$ cat config.mk
export PLATFORM = sky130hd
export DESIGN_NAME = aperture_remap
export DESIGN_NICKNAME = d
export VERILOG_FILES = /design/src/rtl/remap_pkg.sv /design/src/rtl/remap_table.sv /design/src/rtl/remap_regs.sv /design/src/rtl/remap_xlate.sv /design/src/rtl/aperture_remap.sv
export SDC_FILE = /design/constraint.sdc
export NUM_CORES = 2
export LEC_CHECK = 0
export ABC_AREA = 1
export BUFFER_PORTS_ARGS = -buffer_cell sky130_fd_sc_hd__buf_2
export CAP_MARGIN = 20
export CORE_MARGIN = 2
export CORE_UTILIZATION = 51
export CTS_CLUSTER_DIAMETER = 150
export DETAILED_ROUTE_END_ITERATION = 8
export PLACE_DENSITY = 0.67
export SETUP_SLACK_MARGIN = 0.02
export SLEW_MARGIN = 0
export SYNTH_ARGS = -nofsm -noshare
export SYNTH_HDL_FRONTEND = slang
export SYNTH_SLANG_ARGS = --single-unit
$ cat constraint.sdc
create_clock -name clk -period 3.55 [get_ports clk]
set_input_delay 0.1775 -clock clk [delete_from_list [all_inputs] [get_ports clk]]
set_output_delay 0.1775 -clock clk [all_outputs]
set_load 0.02 [all_outputs]
$ cat src/rtl/remap_pkg.sv
package remap_pkg;

    localparam int PAGE_SHIFT = 12;
    localparam int VALID_BIT  = 31;

    localparam logic [3:0] OFF_CTRL  = 4'h0;
    localparam logic [3:0] OFF_SLOT  = 4'h4;
    localparam logic [3:0] OFF_ENTRY = 4'h8;

    typedef enum logic { CTRL_OFF, CTRL_ON } ctrl_state_t;
    typedef enum logic { XS_IDLE, XS_RESP } xl_state_t;
    typedef enum logic [1:0] { RES_NONE, RES_HIT, RES_MISS, RES_FAULT } xl_result_t;

    function automatic logic in_window(logic [31:0] a, logic [32:0] lo, logic [32:0] hi_excl);
        return ({1'b0, a} >= lo) && ({1'b0, a} < hi_excl);
    endfunction

endpackage

$ cat src/rtl/remap_table.sv
module remap_table #(
    parameter int PAGE_COUNT = 32,
    parameter int IDX_W      = 5
) (
    input  logic             clk,
    input  logic             rst_n,
    input  logic             wr_en,
    input  logic [IDX_W-1:0] wr_idx,
    input  logic [31:0]      wr_data,
    input  logic [IDX_W-1:0] a_idx,
    output logic [31:0]      a_data,
    input  logic [IDX_W-1:0] b_idx,
    output logic [31:0]      b_data
);

    logic [31:0] slot_q [PAGE_COUNT];

    for (genvar g = 0; g < PAGE_COUNT; g++) begin : g_slot
        always_ff @(posedge clk or negedge rst_n) begin
            if (!rst_n) begin
                slot_q[g] <= '0;
            end else if (wr_en && (wr_idx == IDX_W'(g))) begin
                slot_q[g] <= wr_data;
            end
        end
    end

    always_comb begin
        a_data = '0;
        b_data = '0;
        if (int'(a_idx) < PAGE_COUNT) a_data = slot_q[a_idx];
        if (int'(b_idx) < PAGE_COUNT) b_data = slot_q[b_idx];
    end

    // the decoder never issues a write to a slot that does not exist
    a_r4_write_in_range: assert property (@(posedge clk) disable iff (!rst_n)
        wr_en |-> (int'(wr_idx) < PAGE_COUNT));

endmodule

$ cat src/rtl/remap_regs.sv
module remap_regs
    import remap_pkg::*;
#(
    parameter logic [31:0] APERTURE_BASE = 32'h4000_0000,
    parameter int          PAGE_COUNT    = 32,
    parameter int          IDX_W         = 5
) (
    input  logic             clk,
    input  logic             rst_n,
    input  logic             reg_wr,
    input  logic             reg_rd,
    input  logic [3:0]       reg_addr,
    input  logic [31:0]      reg_wdata,
    output logic [31:0]      reg_rdata,
    output logic             reg_rvalid,
    output logic             xl_enable,
    output logic             tbl_wr_en,
    output logic [IDX_W-1:0] tbl_wr_idx,
    output logic [31:0]      tbl_wr_data,
    output logic [IDX_W-1:0] tbl_rd_idx,
    input  logic [31:0]      tbl_rd_data
);

    localparam logic [32:0] AP_LO = {1'b0, APERTURE_BASE};
    localparam logic [32:0] AP_HI = AP_LO + 33'(PAGE_COUNT) * 33'd4096;

    ctrl_state_t state_q, state_d;
    logic [31:0] slot_ptr_q;
    logic        slot_in_ap;
    logic [IDX_W-1:0] slot_idx;
    logic        ctrl_wr;
    logic [31:0] rd_mux;

    assign ctrl_wr = reg_wr && (reg_addr == OFF_CTRL);

    // control state register
    always_ff @(posedge clk or negedge rst_n) begin
        if (!rst_n) state_q <= CTRL_OFF;
        else        state_q <= state_d;
    end

    // control transitions
    always_comb begin
        state_d = state_q;
        unique case (state_q)
            CTRL_OFF: if (ctrl_wr && reg_wdata[0])  state_d = CTRL_ON;
            CTRL_ON:  if (ctrl_wr && !reg_wdata[0]) state_d = CTRL_OFF;
            default:  state_d = CTRL_OFF;
        endcase
    end

    assign xl_enable = (state_q == CTRL_ON);

    // slot pointer
    always_ff @(posedge clk or negedge rst_n) begin
        if (!rst_n) slot_ptr_q <= '0;
        else if (reg_wr && (reg_addr == OFF_SLOT)) slot_ptr_q <= reg_wdata;
    end

    assign slot_in_ap = in_window(slot_ptr_q, AP_LO, AP_HI);
    assign slot_idx   = slot_in_ap ? IDX_W'((slot_ptr_q - APERTURE_BASE) >> PAGE_SHIFT) : '0;

    assign tbl_wr_en   = reg_wr && (reg_addr == OFF_ENTRY) && slot_in_ap;
    assign tbl_wr_idx  = slot_idx;
    assign tbl_wr_data = reg_wdata;
    assign tbl_rd_idx  = slot_idx;

    // read mux
    always_comb begin
        rd_mux = '0;
        unique case (reg_addr)
            OFF_CTRL:  rd_mux = {31'b0, xl_enable};
            OFF_SLOT:  rd_mux = slot_ptr_q;
            OFF_ENTRY: rd_mux = slot_in_ap ? tbl_rd_data : '0;
            default:   rd_mux = '0;
        endcase
    end

    // registered read response
    always_ff @(posedge clk or negedge rst_n) begin
        if (!rst_n) begin
            reg_rdata  <= '0;
            reg_rvalid <= 1'b0;
        end else begin
            reg_rvalid <= reg_rd;
            reg_rdata  <= reg_rd ? rd_mux : '0;
        end
    end

    // enable follows bit 0 of the last control write
    a_r10_enable_follows: assert property (@(posedge clk) disable iff (!rst_n)
        ctrl_wr |=> (xl_enable == $past(reg_wdata[0])));
    // read response one cycle after strobe
    a_r2_read_latency: assert property (@(posedge clk) disable iff (!rst_n)
        reg_rd |=> reg_rvalid);
    // slot data reads outside the window return zero
    a_r4_oob_read_zero: assert property (@(posedge clk) disable iff (!rst_n)
        (reg_rd && (reg_addr == OFF_ENTRY) && !slot_in_ap) |=> (reg_rdata == 32'h0));

endmodule

$ cat src/rtl/remap_xlate.sv
module remap_xlate
    import remap_pkg::*;
#(
    parameter logic [31:0] APERTURE_BASE = 32'h4000_0000,
    parameter int          PAGE_COUNT    = 32,
    parameter int          IDX_W         = 5
) (
    input  logic             clk,
    input  logic             rst_n,
    input  logic             enable,
    input  logic             xl_req,
    input  logic [31:0]      xl_addr,
    output logic [IDX_W-1:0] tbl_idx,
    input  logic [31:0]      tbl_data,
    output logic             xl_valid,
    output logic [31:0]      xl_out,
    output logic             xl_hit,
    output logic             xl_miss,
    output logic             xl_fault
);

    localparam logic [32:0] AP_LO = {1'b0, APERTURE_BASE};
    localparam logic [32:0] AP_HI = AP_LO + 33'(PAGE_COUNT) * 33'd4096;

    xl_state_t  state_q, state_d;
    xl_result_t res_d, res_q;
    logic [31:0] out_d, out_q;
    logic        addr_in_ap;
    logic        unused_low;

    assign unused_low = ^tbl_data[PAGE_SHIFT-1:0];

    assign addr_in_ap = in_window(xl_addr, AP_LO, AP_HI);
    assign tbl_idx    = addr_in_ap ? IDX_W'((xl_addr - APERTURE_BASE) >> PAGE_SHIFT) : '0;

    // lookup state register
    always_ff @(posedge clk or negedge rst_n) begin
        if (!rst_n) state_q <= XS_IDLE;
        else        state_q <= state_d;
    end

    always_comb begin
        state_d = state_q;
        unique case (state_q)
            XS_IDLE: state_d = xl_req ? XS_RESP : XS_IDLE;
            XS_RESP: state_d = xl_req ? XS_RESP : XS_IDLE;
            default: state_d = XS_IDLE;
        endcase
    end

    // classify the request
    always_comb begin
        if (!enable || !addr_in_ap) begin
            res_d = RES_MISS;
            out_d = xl_addr;
        end else if (tbl_data[VALID_BIT]) begin
            res_d = RES_HIT;
            out_d = {1'b0, tbl_data[30:PAGE_SHIFT], xl_addr[PAGE_SHIFT-1:0]};
        end else begin
            res_d = RES_FAULT;
            out_d = '0;
        end
    end

    // output register
    always_ff @(posedge clk or negedge rst_n) begin
        if (!rst_n) begin
            res_q <= RES_NONE;
            out_q <= '0;
        end else if (xl_req) begin
            res_q <= res_d;
            out_q <= out_d;
        end else begin
            res_q <= RES_NONE;
            out_q <= '0;
        end
    end

    assign xl_valid = (state_q == XS_RESP);
    assign xl_out   = out_q;
    assign xl_hit   = xl_valid && (res_q == RES_HIT);
    assign xl_miss  = xl_valid && (res_q == RES_MISS);
    assign xl_fault = xl_valid && (res_q == RES_FAULT);

    // one flag with every response
    a_r8_one_flag: assert property (@(posedge clk) disable iff (!rst_n)
        xl_valid |-> $onehot({xl_hit, xl_miss, xl_fault}));
    // quiet when no response
    a_r8_quiet: assert property (@(posedge clk) disable iff (!rst_n)
        !xl_valid |-> (!(xl_hit || xl_miss || xl_fault) && (xl_out == 32'h0)));
    // response follows request
    a_r8_latency: assert property (@(posedge clk) disable iff (!rst_n)
        xl_req |=> xl_valid);
    // disabled lookups pass through
    a_r7_passthrough: assert property (@(posedge clk) disable iff (!rst_n)
        (xl_req && !enable) |=> (xl_miss && (xl_out == $past(xl_addr))));
    // faults carry a zero address
    a_r6_fault_zero: assert property (@(posedge clk) disable iff (!rst_n)
        xl_fault |-> (xl_out == 32'h0));
    // hits keep the page offset
    a_r5_page_offset: assert property (@(posedge clk) disable iff (!rst_n)
        xl_req |=> (!xl_hit || (xl_out[11:0] == $past(xl_addr[11:0]))));

endmodule

$ cat src/rtl/aperture_remap.sv
module aperture_remap #(
    parameter logic [31:0] APERTURE_BASE = 32'h4000_0000,
    parameter int          PAGE_COUNT    = 32
) (
    input  logic        clk,
    input  logic        rst_n,
    input  logic        reg_wr,
    input  logic        reg_rd,
    input  logic [3:0]  reg_addr,
    input  logic [31:0] reg_wdata,
    output logic [31:0] reg_rdata,
    output logic        reg_rvalid,
    input  logic        xl_req,
    input  logic [31:0] xl_addr,
    output logic        xl_valid,
    output logic [31:0] xl_out,
    output logic        xl_hit,
    output logic        xl_miss,
    output logic        xl_fault
);

    localparam int IDX_W = (PAGE_COUNT > 1) ? $clog2(PAGE_COUNT) : 1;

    logic             enable;
    logic             tbl_wr_en;
    logic [IDX_W-1:0] tbl_wr_idx;
    logic [31:0]      tbl_wr_data;
    logic [IDX_W-1:0] tbl_a_idx;
    logic [31:0]      tbl_a_data;
    logic [IDX_W-1:0] tbl_b_idx;
    logic [31:0]      tbl_b_data;

    remap_regs #(
        .APERTURE_BASE(APERTURE_BASE),
        .PAGE_COUNT   (PAGE_COUNT),
        .IDX_W        (IDX_W)
    ) regs_i (
        .clk        (clk),
        .rst_n      (rst_n),
        .reg_wr     (reg_wr),
        .reg_rd     (reg_rd),
        .reg_addr   (reg_addr),
        .reg_wdata  (reg_wdata),
        .reg_rdata  (reg_rdata),
        .reg_rvalid (reg_rvalid),
        .xl_enable  (enable),
        .tbl_wr_en  (tbl_wr_en),
        .tbl_wr_idx (tbl_wr_idx),
        .tbl_wr_data(tbl_wr_data),
        .tbl_rd_idx (tbl_a_idx),
        .tbl_rd_data(tbl_a_data)
    );

    remap_table #(
        .PAGE_COUNT(PAGE_COUNT),
        .IDX_W     (IDX_W)
    ) table_i (
        .clk    (clk),
        .rst_n  (rst_n),
        .wr_en  (tbl_wr_en),
        .wr_idx (tbl_wr_idx),
        .wr_data(tbl_wr_data),
        .a_idx  (tbl_a_idx),
        .a_data (tbl_a_data),
        .b_idx  (tbl_b_idx),
        .b_data (tbl_b_data)
    );

    remap_xlate #(
        .APERTURE_BASE(APERTURE_BASE),
        .PAGE_COUNT   (PAGE_COUNT),
        .IDX_W        (IDX_W)
    ) xlate_i (
        .clk     (clk),
        .rst_n   (rst_n),
        .enable  (enable),
        .xl_req  (xl_req),
        .xl_addr (xl_addr),
        .tbl_idx (tbl_b_idx),
        .tbl_data(tbl_b_data),
        .xl_valid(xl_valid),
        .xl_out  (xl_out),
        .xl_hit  (xl_hit),
        .xl_miss (xl_miss),
        .xl_fault(xl_fault)
    );

endmodule

# ---- Yosys cells after proc, flatten, opt, wreduce, memory -nomap -nowiden
# Index checks and enable logic that the tools add are counted.
dict set report op_classes {
  n_bitwise 3
  eq_ne 36
  n_addsub 2
  order_cmp 6
  mux 21
  n_reduce_logical 49
}
# cell count
set ops {}
lappend ops {{$bmux 32 s5} 2}
lappend ops {{$mux 32} 8}
lappend ops {{$pmux 32 s3} 1}
lappend ops {{$eq 5x5->1 const B} 16}
lappend ops {{$ge 32x31->1 const B} 2}
lappend ops {{$lt 32x31->1 const B} 2}
lappend ops {{$logic_and 1x1->1} 43}
lappend ops {{$eq 5x4->1 const B} 8}
lappend ops {{$sub 17x1->17 const B} 2}
lappend ops {{$mux 31} 1}
lappend ops {{$eq 5x3->1 const B} 4}
lappend ops {{$ge 6x6->1 const B} 2}
lappend ops {{$not 5->6} 2}
lappend ops {{$eq 5x2->1 const B} 2}
lappend ops {{$mux 5} 2}
lappend ops {{$mux 2} 3}
lappend ops {{$eq 5x1->1 const B} 1}
lappend ops {{$logic_not 5->1} 1}
lappend ops {{$eq 2x2->1 const B} 2}
lappend ops {{$eq 4x3->1 const B} 1}
lappend ops {{$eq 4x4->1 const B} 1}
lappend ops {{$logic_not 4->1} 1}
lappend ops {{$logic_not 1->1} 3}
lappend ops {{$mux 1} 3}
lappend ops {{4 further kinds} 4}
dict set report word_totals {
  elab_cells 156
  regBits 1125
  output_inout_bits 69
}

# ---- Logic depth before layout (Yosys ltp)
dict set report logic_depth {
  depth_word 10
  ltp_mapped 16
  depth_no_buf 15
}

# ---- By module
# A second synthesis with hierarchy kept.
dict set report unflattened {
  hier_cells 8906
  hier_area_um2 61575.3
}
# module area_each_um2 seq_area_each_um2 cells_per_inst n_inst
set by_module_without_submodules {}
lappend by_module_without_submodules {remap_table 56676.9 25624.6 8319 1}
lappend by_module_without_submodules {remap_regs 3408.3 1651.6 424 1}
lappend by_module_without_submodules {remap_xlate 1490.2 875.8 163 1}

# ---- Least setup slack after synthesis
# OpenSTA, ideal clock, no wires.
dict set report synth_path {
  path_type {flip-flop to flip-flop}
  startpoint {reg regs_i.slot_ptr_q[21]}
  endpoint {reg regs_i.reg_rdata[25]}
  arrival_time_ns 1.993
  t_required_ns 3.414
  setup_ns 0.136
  path_buffers 2
  path_slack_ns 1.421
  path_stages_with_launch 17
  path_cell_list {dfrtp_1 nor2_1 nand2_1 nor2_4 nand2_2 nor2_1 buf_2 buf_2 nand3b_1 nand2_1 nor2_1 nor2_1 nor2_1 nand3_1 nand2_1 nand2_1 a21oi_1}
}
dict set report synth_via {
  elab_chain_len 10
  elab_cells_between_ends 11
}
# item line
set synth_lines {}
lappend synth_lines {{from (decl)} remap_regs.sv:28} ;# logic [31:0] slot_ptr_q;
lappend synth_lines {{from (signal assigned)} remap_regs.sv:57} ;# else if (reg_wr && (reg_addr == OFF_SLOT)) slot_ptr_q <= reg_wdata;
lappend synth_lines {{$ge 32x31->1 or $lt 32x31->1 (tied branches)} remap_pkg.sv:15} ;# return ({1'b0, a} >= lo) && ({1'b0, a} < hi_excl);
lappend synth_lines {{$logic_and 1x1->1 *} remap_pkg.sv:15}
lappend synth_lines {{$mux 5} remap_regs.sv:61} ;# assign slot_idx = slot_in_ap ? IDX_W'((slot_ptr_q - APERTURE_BASE) >> PAGE_SHIFT) : '0;
lappend synth_lines {{$not 5->6 (implied by the code)} remap_table.sv:31} ;# if (int'(a_idx) < PAGE_COUNT) a_data = slot_q[a_idx];
lappend synth_lines {{$bmux 32 s5} remap_table.sv:31}
lappend synth_lines {{$mux 32 (implied by the code) (2 in a row)} remap_table.sv:31}
lappend synth_lines {{$mux 32 *} remap_regs.sv:74} ;# OFF_ENTRY: rd_mux = slot_in_ap ? tbl_rd_data : '0;
lappend synth_lines {{$pmux 32 s3 *} remap_regs.sv:71} ;# unique case (reg_addr)
lappend synth_lines {{$mux 32 *} remap_regs.sv:86} ;# reg_rdata <= reg_rd ? rd_mux : '0;
lappend synth_lines {{to (signal assigned)} remap_regs.sv:86}
lappend synth_lines {{to (decl)} remap_regs.sv:14} ;# output logic [31:0] reg_rdata,
# Mark *: on every way between the ends. The rest lies on a longest branch, timed or not. The select of a mux whose other input is x is not followed.
# A chain may end at the register's enable or synchronous reset.

# ---- Worst setup path in the final report
dict set report layout_path {
  startpoint {reg regs_i.slot_ptr_q[25]}
  endpoint {reg regs_i.reg_rdata[12]}
}
# The elaborated chain is that of the path after synthesis.

==> run metrics <==
status=complete, no violations; Tmin final=around 3.5 ns; Vias=slightly below 60k; clock slew at reported path FFs=0.06 ns; clock power share=0.461; Fmax=about 290 MHz; die height=roughly 340 µm; Clock Latency Late Sink=around 0.76 ns; r2r worst-path depth=12; Rows=around 120; Final Wtd Congestion=about 0.91; setup violators final=0; Synth Register Bits=approximately 1.1k; die area=116,100 µm²; dpl hpwl=~140 mm; Static Leak=between 30 and 40 nW; Seq. cell area=28,160 µm²; EDFF count, synth=0; post-route ant nets=0; WL/cell=approximately 25 µm; distinct cell type count after synthesis=26; total of max-cap violations=0; Synth area leaders=dfrtp_1, nand2_1, o21ai_0, nand3_1, nor2_1; r2r setup slk=around 0.074 ns; mean post-synth cell area=7.330 µm²; WS Path Type=flop to flop; vias in the first global route=about 54k; Slowest-stage cell, CP=nand3_1; Max clock buf depth=3; Root Buffer Master=clkbuf_16; Tot GR Track Use=0.4090; Critical Path Fanout Max=7; worst slew pin tran=approximately 1.1 ns; Post-Route WL=approximately 240 mm; DR vias/cell=around 6.1; post-synth top area cell=dfrtp_1; GRT overflow=0; Final Max Slew Viols=0; Net Sw Power=approximately 7.4 mW; first-pass GRT wire length=356.0 mm; Yosys top cell area share=0.4868; H-tree depth=3; Worst slew margin=0.2357; largest net degree at the start of global routing=roughly 150; Fill cells=between 10k and 15k; CP Buf/Inv Count=2; Ports=approximately 140; Largest delay share family, worst path=simple AND/OR/NAND/NOR gates; PortBufs=approximately 140; Setup TNS=0 ns; Die X=between 300 and 400 µm; Hold Crit Class=primary input to asynchronous set/reset pin; dominant register cell in the synthesized netlist=dfrtp_1; share of layout cells above drive strength 1=0.08180; synthesized instance count=7,889; Final nets=7,858; Clock Sinks=approximately 1.1k; core area=112,500 µm²; slowest stage delay, CP=0.44 ns; clk_skew=about 0.041 ns; Mapped Area=~58,000 µm²; footprint of the multi-input gates=25,320 µm²; Pre-Repair DR Iteration Count=9; top post-synthesis cells by count=nand2_1, o21ai_0, dfrtp_1, nand3_1, nor2_1; placed instance count=~9.1k; initial antenna violation count=6; DRT iter0 DRCs=8,689; TritonCTS buffer count=between 100 and 150; Req. time, crit path=4.23 ns; RSZ-0062 raised after global routing=false; worst-path cell chain=nor2_1 > nand2_1 > nor4_1 > nand3_1 > a21oi_4 > inv_1 > buf_4 > o21ai_0 > nand3_1 > nand2_1 > nand2_1 > a21oi_1; warnings from Yosys=0; Internal=about 21 mW; critical path's most frequent cell=nand2_1; top-count cell post-synth=nand2_1; Flop pwr share=0.464; drt drc=0; final hold vios=0; sequential-to-total area share from yosys stat=0.4868; Initial Utilization=0.5140; Power Density=approximately 430 nW/µm²; Crit path arrival time=~4.2 ns; Max VDD drop=between 300 and 400 µV; CTS tree=built; P&R area growth vs syn=13.35%; crit share post-route=0.9790; CP endpoint kind=flop; Reg2Reg Capture Point=regs_i.reg_rdata[12]$_DFF_PN0_; Post-synth ARST share=1.000; Setup crit start kind=flop; fin cells=9,385; Sw Share=0.2614; syn_nets=7,962; combinational power share=0.075; FF-to-FF Start=regs_i.slot_ptr_q[25]$_DFFE_PN0P_; ANT cells=0
[stage by stage]
stage / worst slack, ns / utilization / cell area, µm² / power, mW / hold slack, ns
after CTS: 0.06825 / 0.5815 / 65410 / 28.06 / 0.04938
after floorplan: 1.421 / - / 57830 / 14.10 / -0.1181
after global placement: -0.01298 / 0.5402 / 60780 / 15.24 / 0.2129
after detailed placement: -0.08876 / 0.5405 / 60800 / 15.26 / 0.2034
final: 0.07439 / 0.5826 / 65550 / 28.14 / 0.01667
after global routing: 0.04508 / 0.5826 / 65550 / 28.80 / 0.06307
[area by class of cell]
| type | count | share of cell area |
|---|---|---|
| timing repair buffer | 430 | 0.06156 |
| sequential | 1125 | 0.4296 |
| clock buffer | 176 | 0.05442 |
| inverter | 562 | 0.03232 |
| multi-input combinational | 5545 | 0.3863 |
| clock inverter | 47 | 0.007177 |
| tap | 1500 | 0.02863 |
[cell families after synthesis]
kind of cell,synth area share
buffers and inverters,0.08114
AO/OA/AOI/OAI,0.1261
AND/OR/NAND/NOR,0.3059
flip-flops,0.4868
[placed cells by master (no fill, tap or decap), types with 31 or more instances in the layout]
| cell | netlist | routed |
|---|---|---|
| nand2_4 | 0 | 31 |
| buf_4 | 2 | 151 |
| nand4_1 | 144 | 144 |
| nand3_1 | 875 | 872 |
| o22ai_1 | 84 | 84 |
| o21ai_0 | 1150 | 1150 |
| dfrtp_1 | 1125 | 1123 |
| nand2_1 | 2254 | 2222 |
| nor2_1 | 621 | 617 |
| buf_2 | 87 | 139 |
| nand3b_1 | 188 | 188 |
| clkinv_2 | 0 | 32 |
| dlygate4sd3_1 | 0 | 60 |
| a21oi_1 | 58 | 56 |
| buf_12 | 0 | 74 |
| inv_1 | 556 | 552 |
| o21ai_1 | 141 | 141 |
| clkbuf_16 | 0 | 123 |
[power by group through the flow]
stage	logic [mW]	registers (mW)	clock network [mW]
6_report	2.12	13.1	13.0
5_1_grt	2.20	13.1	13.5
3_5_place_dp	1.98	13.3	0
2_1_floorplan	0.838	13.3	0
3_3_place_gp	1.96	13.3	0
4_1_cts	2.03	13.1	13.0
[worst register-to-register path, delay by kind of cell (launching register included)]
family / cells / cell delay (ns)
simple gates: 7 / 1.61
buf+inv: 2 / 0.77
compound gates: 3 / 0.58
flops: 1 / 0.43
[flip-flops by register name, summed over array words and instances (netlist names), named ones only]
signal	cells
regs_i.reg_rvalid	1
xlate_i.xl_out	32
xlate_i.res_q	2
table_i.slot_q	1024
regs_i.reg_rdata	32
regs_i.slot_ptr_q	32
xlate_i.xl_valid	1
[layer usage]
metal / global-route usage / part of all wire / vias to the layer above
met5: 0 / 0.00019 / -
met4: 0.2582 / 0.075 / 8
met3: 0.1047 / 0.13 / 906
met2: 0.6052 / 0.43 / 3998
met1: 0.5372 / 0.37 / 27380
li1: - / - / 25358
[worst max-delay path by stage]
stage                                           start                              to  cells past startpoint
detailed placement  regs_i.slot_ptr_q[25]$_DFFE_PN0P_  regs_i.reg_rdata[10]$_DFF_PN0_                     12
floorplan           regs_i.slot_ptr_q[21]$_DFFE_PN0P_  regs_i.reg_rdata[25]$_DFF_PN0_                     16
finish              regs_i.slot_ptr_q[25]$_DFFE_PN0P_  regs_i.reg_rdata[12]$_DFF_PN0_                     12
global route        regs_i.slot_ptr_q[25]$_DFFE_PN0P_  regs_i.reg_rdata[29]$_DFF_PN0_                     12
CTS                 regs_i.slot_ptr_q[25]$_DFFE_PN0P_   regs_i.reg_rdata[1]$_DFF_PN0_                     12
global placement    regs_i.slot_ptr_q[25]$_DFFE_PN0P_  regs_i.reg_rdata[10]$_DFF_PN0_                     12
[timing repair]
| action | 4_1_cts | 5_1_grt |
|---|---|---|
| pin swaps | 0 | 0 |
| endpoints found under the hold margin | 241 | 53 |
| gates resized for setup | 1 | 2 |
| setup buffers | 0 | 0 |
| hold buffers | 57 | 3 |
| setup endpoints to repair | 1 | 3 |
No activity file was read; power rests on OpenSTA's default activity.
